`config.mk`:
```
export PLATFORM = sky130hd
export DESIGN_NAME = gate_timer
export DESIGN_NICKNAME = d
export VERILOG_FILES = /design/src/rtl/gate_timer_pkg.sv /design/src/rtl/gt_sync.sv /design/src/rtl/gt_period.sv /design/src/rtl/gt_gate.sv /design/src/rtl/gt_count.sv /design/src/rtl/gate_timer.sv
export SDC_FILE = /design/constraint.sdc
export NUM_CORES = 1
export LEC_CHECK = 0
export CAP_MARGIN = 10
export CORE_MARGIN = 2
export CORE_UTILIZATION = 30
export CTS_CLUSTER_DIAMETER = 60
export DETAILED_ROUTE_END_ITERATION = 16
export SLEW_MARGIN = 20
export SYNTH_ARGS = -nofsm -noshare
export SYNTH_HDL_FRONTEND = slang
export SYNTH_HIERARCHICAL = 1
export SYNTH_SLANG_ARGS = --single-unit
```
`constraint.sdc`:
```
create_clock -name clk -period 2.9 [get_ports clk]
set_input_delay 0.435 -clock clk [delete_from_list [all_inputs] [get_ports clk]]
set_output_delay 0.435 -clock clk [all_outputs]
set_load 0.01 [all_outputs]
```
`src/rtl/gate_timer_pkg.sv`:
```
package gate_timer_pkg;
  typedef enum logic [1:0] {
    SRC_PIN    = 2'b00,
    SRC_PERIOD = 2'b01,
    SRC_CMP1   = 2'b10,
    SRC_CMP2   = 2'b11
  } gate_src_e;
endpackage

```
`src/rtl/gt_sync.sv`:
```
module gt_sync #(
  parameter int W      = 3,
  parameter int STAGES = 2
) (
  input  logic         clk,
  input  logic         rst,
  input  logic [W-1:0] d,
  output logic [W-1:0] q
);
  logic [W-1:0] st [STAGES];

  always_ff @(posedge clk) begin
    if (rst) begin
      for (int i = 0; i < STAGES; i++) st[i] <= '0;
    end else begin
      st[0] <= d;
      for (int i = 1; i < STAGES; i++) st[i] <= st[i-1];
    end
  end

  assign q = st[STAGES-1];
endmodule

```
`src/rtl/gt_period.sv`:
```
module gt_period #(
  parameter int PW = 8
) (
  input  logic          clk,
  input  logic          rst,
  input  logic          tick,
  input  logic [PW-1:0] period,
  output logic          pulse
);
  logic [PW-1:0] pcnt;

  always_ff @(posedge clk) begin
    if (rst) begin
      pcnt  <= '0;
      pulse <= 1'b0;
    end else if (tick) begin
      if (pcnt >= period) begin
        pcnt  <= '0;
        pulse <= 1'b1;
      end else begin
        pcnt  <= pcnt + PW'(1);
        pulse <= 1'b0;
      end
    end else begin
      pulse <= 1'b0;
    end
  end
endmodule

```
`src/rtl/gt_gate.sv`:
```
module gt_gate
  import gate_timer_pkg::*;
(
  input  logic      clk,
  input  logic      rst,
  input  gate_src_e sel,
  input  logic      inv,
  input  logic      tgl_en,
  input  logic      pin_s,
  input  logic      cmp1_s,
  input  logic      cmp2_s,
  input  logic      pm_pulse,
  output logic      eff,
  output logic      tgl_q
);
  logic raw, pol, pol_d, rise;

  always_comb begin
    unique case (sel)
      SRC_PIN:    raw = pin_s;
      SRC_PERIOD: raw = pm_pulse;
      SRC_CMP1:   raw = cmp1_s;
      SRC_CMP2:   raw = cmp2_s;
      default:    raw = 1'b0;
    endcase
  end

  assign pol  = raw ^ inv;
  assign rise = pol & ~pol_d;

  always_ff @(posedge clk) begin
    if (rst) begin
      pol_d <= 1'b0;
      tgl_q <= 1'b0;
    end else begin
      pol_d <= pol;
      tgl_q <= tgl_en ? (tgl_q ^ rise) : 1'b0;
    end
  end

  assign eff = tgl_en ? tgl_q : pol;
endmodule

```
`src/rtl/gt_count.sv`:
```
module gt_count #(
  parameter int W = 16
) (
  input  logic         clk,
  input  logic         rst,
  input  logic         load,
  input  logic [W-1:0] load_value,
  input  logic         inc,
  output logic [W-1:0] count,
  output logic         ovf
);
  localparam logic [W-1:0] TOP = '1;

  always_ff @(posedge clk) begin
    if (rst) begin
      count <= '0;
      ovf   <= 1'b0;
    end else if (load) begin
      count <= load_value;
      ovf   <= 1'b0;
    end else if (inc) begin
      count <= count + W'(1);
      ovf   <= (count == TOP);
    end else begin
      ovf   <= 1'b0;
    end
  end
endmodule

```
`src/rtl/gate_timer.sv`:
```
module gate_timer
  import gate_timer_pkg::*;
#(
  parameter int CNT_W       = 16,
  parameter int PER_W       = 8,
  parameter int SYNC_STAGES = 2
) (
  input  logic             clk,
  input  logic             rst,
  input  logic             cnt_tick,
  input  logic             gate_en,
  input  logic [1:0]       gate_sel,
  input  logic             gate_inv,
  input  logic             toggle_en,
  input  logic             gate_pin,
  input  logic             cmp1,
  input  logic             cmp2,
  input  logic             per_tick,
  input  logic [PER_W-1:0] per_value,
  input  logic             load,
  input  logic [CNT_W-1:0] load_value,
  output logic [CNT_W-1:0] count,
  output logic             overflow,
  output logic             gate_val
);
  localparam int NASYNC = 3;

  logic [NASYNC-1:0] async_s;
  logic pm_pulse, eff, tgl_q, inc;

  gt_sync #(.W(NASYNC), .STAGES(SYNC_STAGES)) u_sync (
    .clk(clk), .rst(rst), .d({cmp2, cmp1, gate_pin}), .q(async_s)
  );

  gt_period #(.PW(PER_W)) u_period (
    .clk(clk), .rst(rst), .tick(per_tick), .period(per_value), .pulse(pm_pulse)
  );

  gt_gate u_gate (
    .clk(clk), .rst(rst), .sel(gate_src_e'(gate_sel)), .inv(gate_inv),
    .tgl_en(toggle_en), .pin_s(async_s[0]), .cmp1_s(async_s[1]),
    .cmp2_s(async_s[2]), .pm_pulse(pm_pulse), .eff(eff), .tgl_q(tgl_q)
  );

  assign inc = cnt_tick & (~gate_en | eff);

  gt_count #(.W(CNT_W)) u_count (
    .clk(clk), .rst(rst), .load(load), .load_value(load_value),
    .inc(inc), .count(count), .ovf(overflow)
  );

  always_ff @(posedge clk) begin
    if (rst) gate_val <= 1'b0;
    else     gate_val <= eff;
  end
endmodule

```
==> results.toml <==
[global_route]
grt_pass1_vias = 1611
grt_first_pass_wirelength_um = 7148
track_usage_pct = 12.18
grt_overflow = 0
antenna_found_initial = 0
grt_max_degree = 16

[power]
power_density_mw_per_mm2 = 400.8
power_frac_clock_pct = 31.7
p_comb_share_pct = 18.5
p_seq_share_pct = 49.7
swShare_pct = 26.23
power_switching_w = 0.0002813
power.internal_w = 0.0007909
ir_worst_vdd_uv = 246.8
p_leak_nw = 1.039

[min_path]
hold_end = "u_sync/st[0][3]$_SDFF_PP0_"
hold_path_depth = 1
hold_path.class = "reg2reg"
worstHoldStart = "u_sync/st[0][0]$_SDFF_PP0_"

[placement]
port_buffers = 54
placed_area_sq_mm = 0.002581
place.gp.congestion = 0.7561
dpl.cell_count = 337
dp_hpwl_um = 3226

[layout]
seq_area_sq_um = 700.7
area_growth_pct = 36.96
multi_input_area_sq_mm = 0.001141
stdcell_count = 345
insertedDiodeCount = 0
final_cell_area_sq_mm = 0.002675
layout-drive-gt1-share_pct = 14.55
postLayoutCoreUtil_pct = 42.37
finish.net_count = 314
n_fill_cell = 634

[timing]
fmax_mhz = 374.5
setup_violations = 0
tightestPinTransition_ns = 0.5751
final.min_clock_period_ns = 2.670
relSlewSlack_pct = 61.54
slew_viol_final = 0
rsz0062_at_grt = "no"
setup_tns_ns = 0
period_share_pct = 92.07
holdWs_ns = 0.4391
hold_viol = 0
clock_skew_ns = 0.008970

[cts]
cts_hold_buffers = 0
cts.sinks = 35
cts-htree-levels = 2
insertion_delay_ns = 0.29
cts-buffers-inserted = 5
root_buffer = "clkbuf_8"
cts_buffer_depth = 2
clkSlewWorstSetupHoldPaths_ns = 0.07
cts_tree = "yes"

[die]
die_h_um = 84.69
num_rows = 29
die_area_sq_mm = 0.007172
die_x_um = 84.69
coreArea_sq_mm = 0.006314
pin_count = 55
initial_core_util_pct = 30.94

[detailed_routing]
vias = 1605
viasPerCell = 4.652
wirelength_um = 4204
post_drt_wl_per_cell_um = 12.19
drt-pass1-iter-count = 4
drc = 0
drt-initial-drc-count = 27
postRouteAntennaNets = 0

[synth]
postSynthCellCount = 209
synth_edf_count = 0
ys_seq_area_share_pct = 35.87
yosysTopAreaCellShare_pct = 35.87
ys_async_sr_fraction_pct = 0
yosys_warnings = 6
synthTopCellsByArea = "dfxtp_1, xnor2_1, ha_1, nor3_2, mux2i_1"
yosysUniqueCellTypes = 47
synth_common_cells = "dfxtp_1, nor2_1, xnor2_1"
synth-seq-cells = 35
ys.flop_type = "dfxtp_1"
synthesis.nets = 256
synth_area_sq_mm = 0.001953
synth.avg_cell_area_sq_um = 9.345
yosysTopAreaCell = "dfxtp_1"
yosysMostFrequentCell = "dfxtp_1"

[critical_path]
worstRegToRegCells = 11
worst_setup_path_end_kind = "flop"
slowest_delay_ns = 0.48
start_kind = "primary input"
crit_type = "in2reg"
crit_chain = "clkdlybuf4s50_1, mux2i_2, mux2_4, xnor2_1, mux2_2, inv_1, a21boi_2, nand3_1, buf_4, nor4_4, nor3_1, a2111oi_2"
reg2reg_from = "u_sync/st[0][3]$_SDFF_PP0_"
slowest_stage = "clkdlybuf4s50_1"
cp.arrival_ns = 2.85
reg2reg_slack_ns = 0.63
path_max_fanout = 7
required_ns = 3.08
timing.rr.end = "u_count/count[13]$_SDFFE_PP0P_"

[flow_run]
max_cap_violations = 0

[run_status]
status = "complete, no violations"
## repair_timing
action,in CTS,in global routing
buffers inserted,0,0
endpoints found under the hold margin,0,0
endpoints found under the setup margin,0,1
gates resized for setup,0,2
## metrics by stage
stage	power, W	worst slack, ns
2_1_floorplan	0.0006356	0.5029
3_3_place_gp	0.0007422	0.03077
3_5_place_dp	0.0007434	-0.1010
4_1_cts	0.001089	0.1830
5_1_grt	0.001134	0.01314
6_report	0.001072	0.2299
## registers in the layout, summed over array words and instances (netlist names)
name,cells
u_gate/pol_d,1
u_period/pcnt,8
u_count/count,16
u_sync/st,6
u_count/ovf,1
u_period/pulse,1
u_gate/tgl_q,1
gate_val,1
## kinds of logic (layout without fill, tap and decap cells)
kind of cell    Yosys count  in the layout  synth area share, %
buf+inv                  24             83                6.213
fa+ha+maj                10             10                6.406
xor+xnor                 21             21                9.417
compound gates           25             25                10.06
flops                    35             35                35.87
mux                      10             10                5.445
simple gates             84             84                26.59
## power groups by stage
stage | Sequential, W | Clock [W] | Combinational, W
floorplan | 0.000546 | 0 | 0.0000899
global placement | 0.000545 | 0 | 0.000198
detailed placement | 0.000544 | 0 | 0.000199
CTS | 0.000534 | 0.000355 | 0.000200
global route | 0.000538 | 0.000377 | 0.000219
finish | 0.000533 | 0.000340 | 0.000198
## worst max-delay path by stage
stage | from | endpoint | slack [ns] | depth (start not counted)
after global placement | gate_sel[0] | u_count/count[14]$_SDFFE_PP0P_ | 0.03 | 11
final | gate_sel[0] | u_count/count[13]$_SDFFE_PP0P_ | 0.23 | 12
after global routing | gate_sel[0] | u_count/count[14]$_SDFFE_PP0P_ | 0.01 | 11
after floorplan | gate_sel[0] | u_count/count[13]$_SDFFE_PP0P_ | 0.50 | 11
after detailed placement | gate_sel[0] | u_count/count[14]$_SDFFE_PP0P_ | -0.10 | 11
after CTS | gate_sel[0] | u_count/count[14]$_SDFFE_PP0P_ | 0.18 | 11
## routing by layer
| metal | routed length [um] | track usage, % |
|---|---|---|
| met3 | 272 | 3.835 |
| met4 | 28 | 2.165 |
| met5 | 0 | 0 |
| met2 | 1826 | 19.69 |
| met1 | 2077 | 16.21 |
## layout make-up
| type | count | area share [%] |
|---|---|---|
| Clock buffer | 5 | 2.572 |
| Clock inverter | 3 | 0.5613 |
| Inverter | 12 | 1.684 |
| Multi-Input combinational cell | 150 | 42.66 |
| Sequential cell | 35 | 26.19 |
| Tap cell | 77 | 3.601 |
| Timing Repair Buffer | 63 | 22.73 |
## cells in the final DEF, fill, tap and decap left out, types with 2 or more instances in the layout
| master | synthesis | final |
|---|---|---|
| clkdlybuf4s50_1 | 0 | 54 |
| dfxtp_1 | 35 | 35 |
| nor2_1 | 21 | 21 |
| xnor2_1 | 17 | 17 |
| inv_1 | 12 | 12 |
| nand2_1 | 11 | 11 |
| nor2b_1 | 10 | 10 |
| ha_1 | 10 | 10 |
| buf_4 | 4 | 9 |
| nor3_2 | 9 | 8 |
| mux2i_1 | 8 | 7 |
| nand4_1 | 7 | 7 |
| nand3_1 | 6 | 6 |
| clkbuf_8 | 0 | 5 |
| nor3_1 | 5 | 5 |
| xor2_1 | 4 | 4 |
| a211oi_1 | 4 | 4 |
| clkinv_2 | 0 | 3 |
| a21oi_1 | 3 | 3 |
| o21ai_0 | 3 | 3 |
| nor4_2 | 3 | 3 |
| o21a_1 | 3 | 3 |
| and4_1 | 2 | 2 |
| nor3b_1 | 2 | 2 |
## worst max-delay path, delay by kind of cell
kind                      cells  cell delay, ns
AOI/OAI and AO/OA             2            0.46
buffers and inverters         3            0.71
muxes                         3            0.65
xor gates and xnor gates      1            0.19
and+or+nand+nor               3            0.42
No activity file was read; power rests on OpenSTA's default activity.
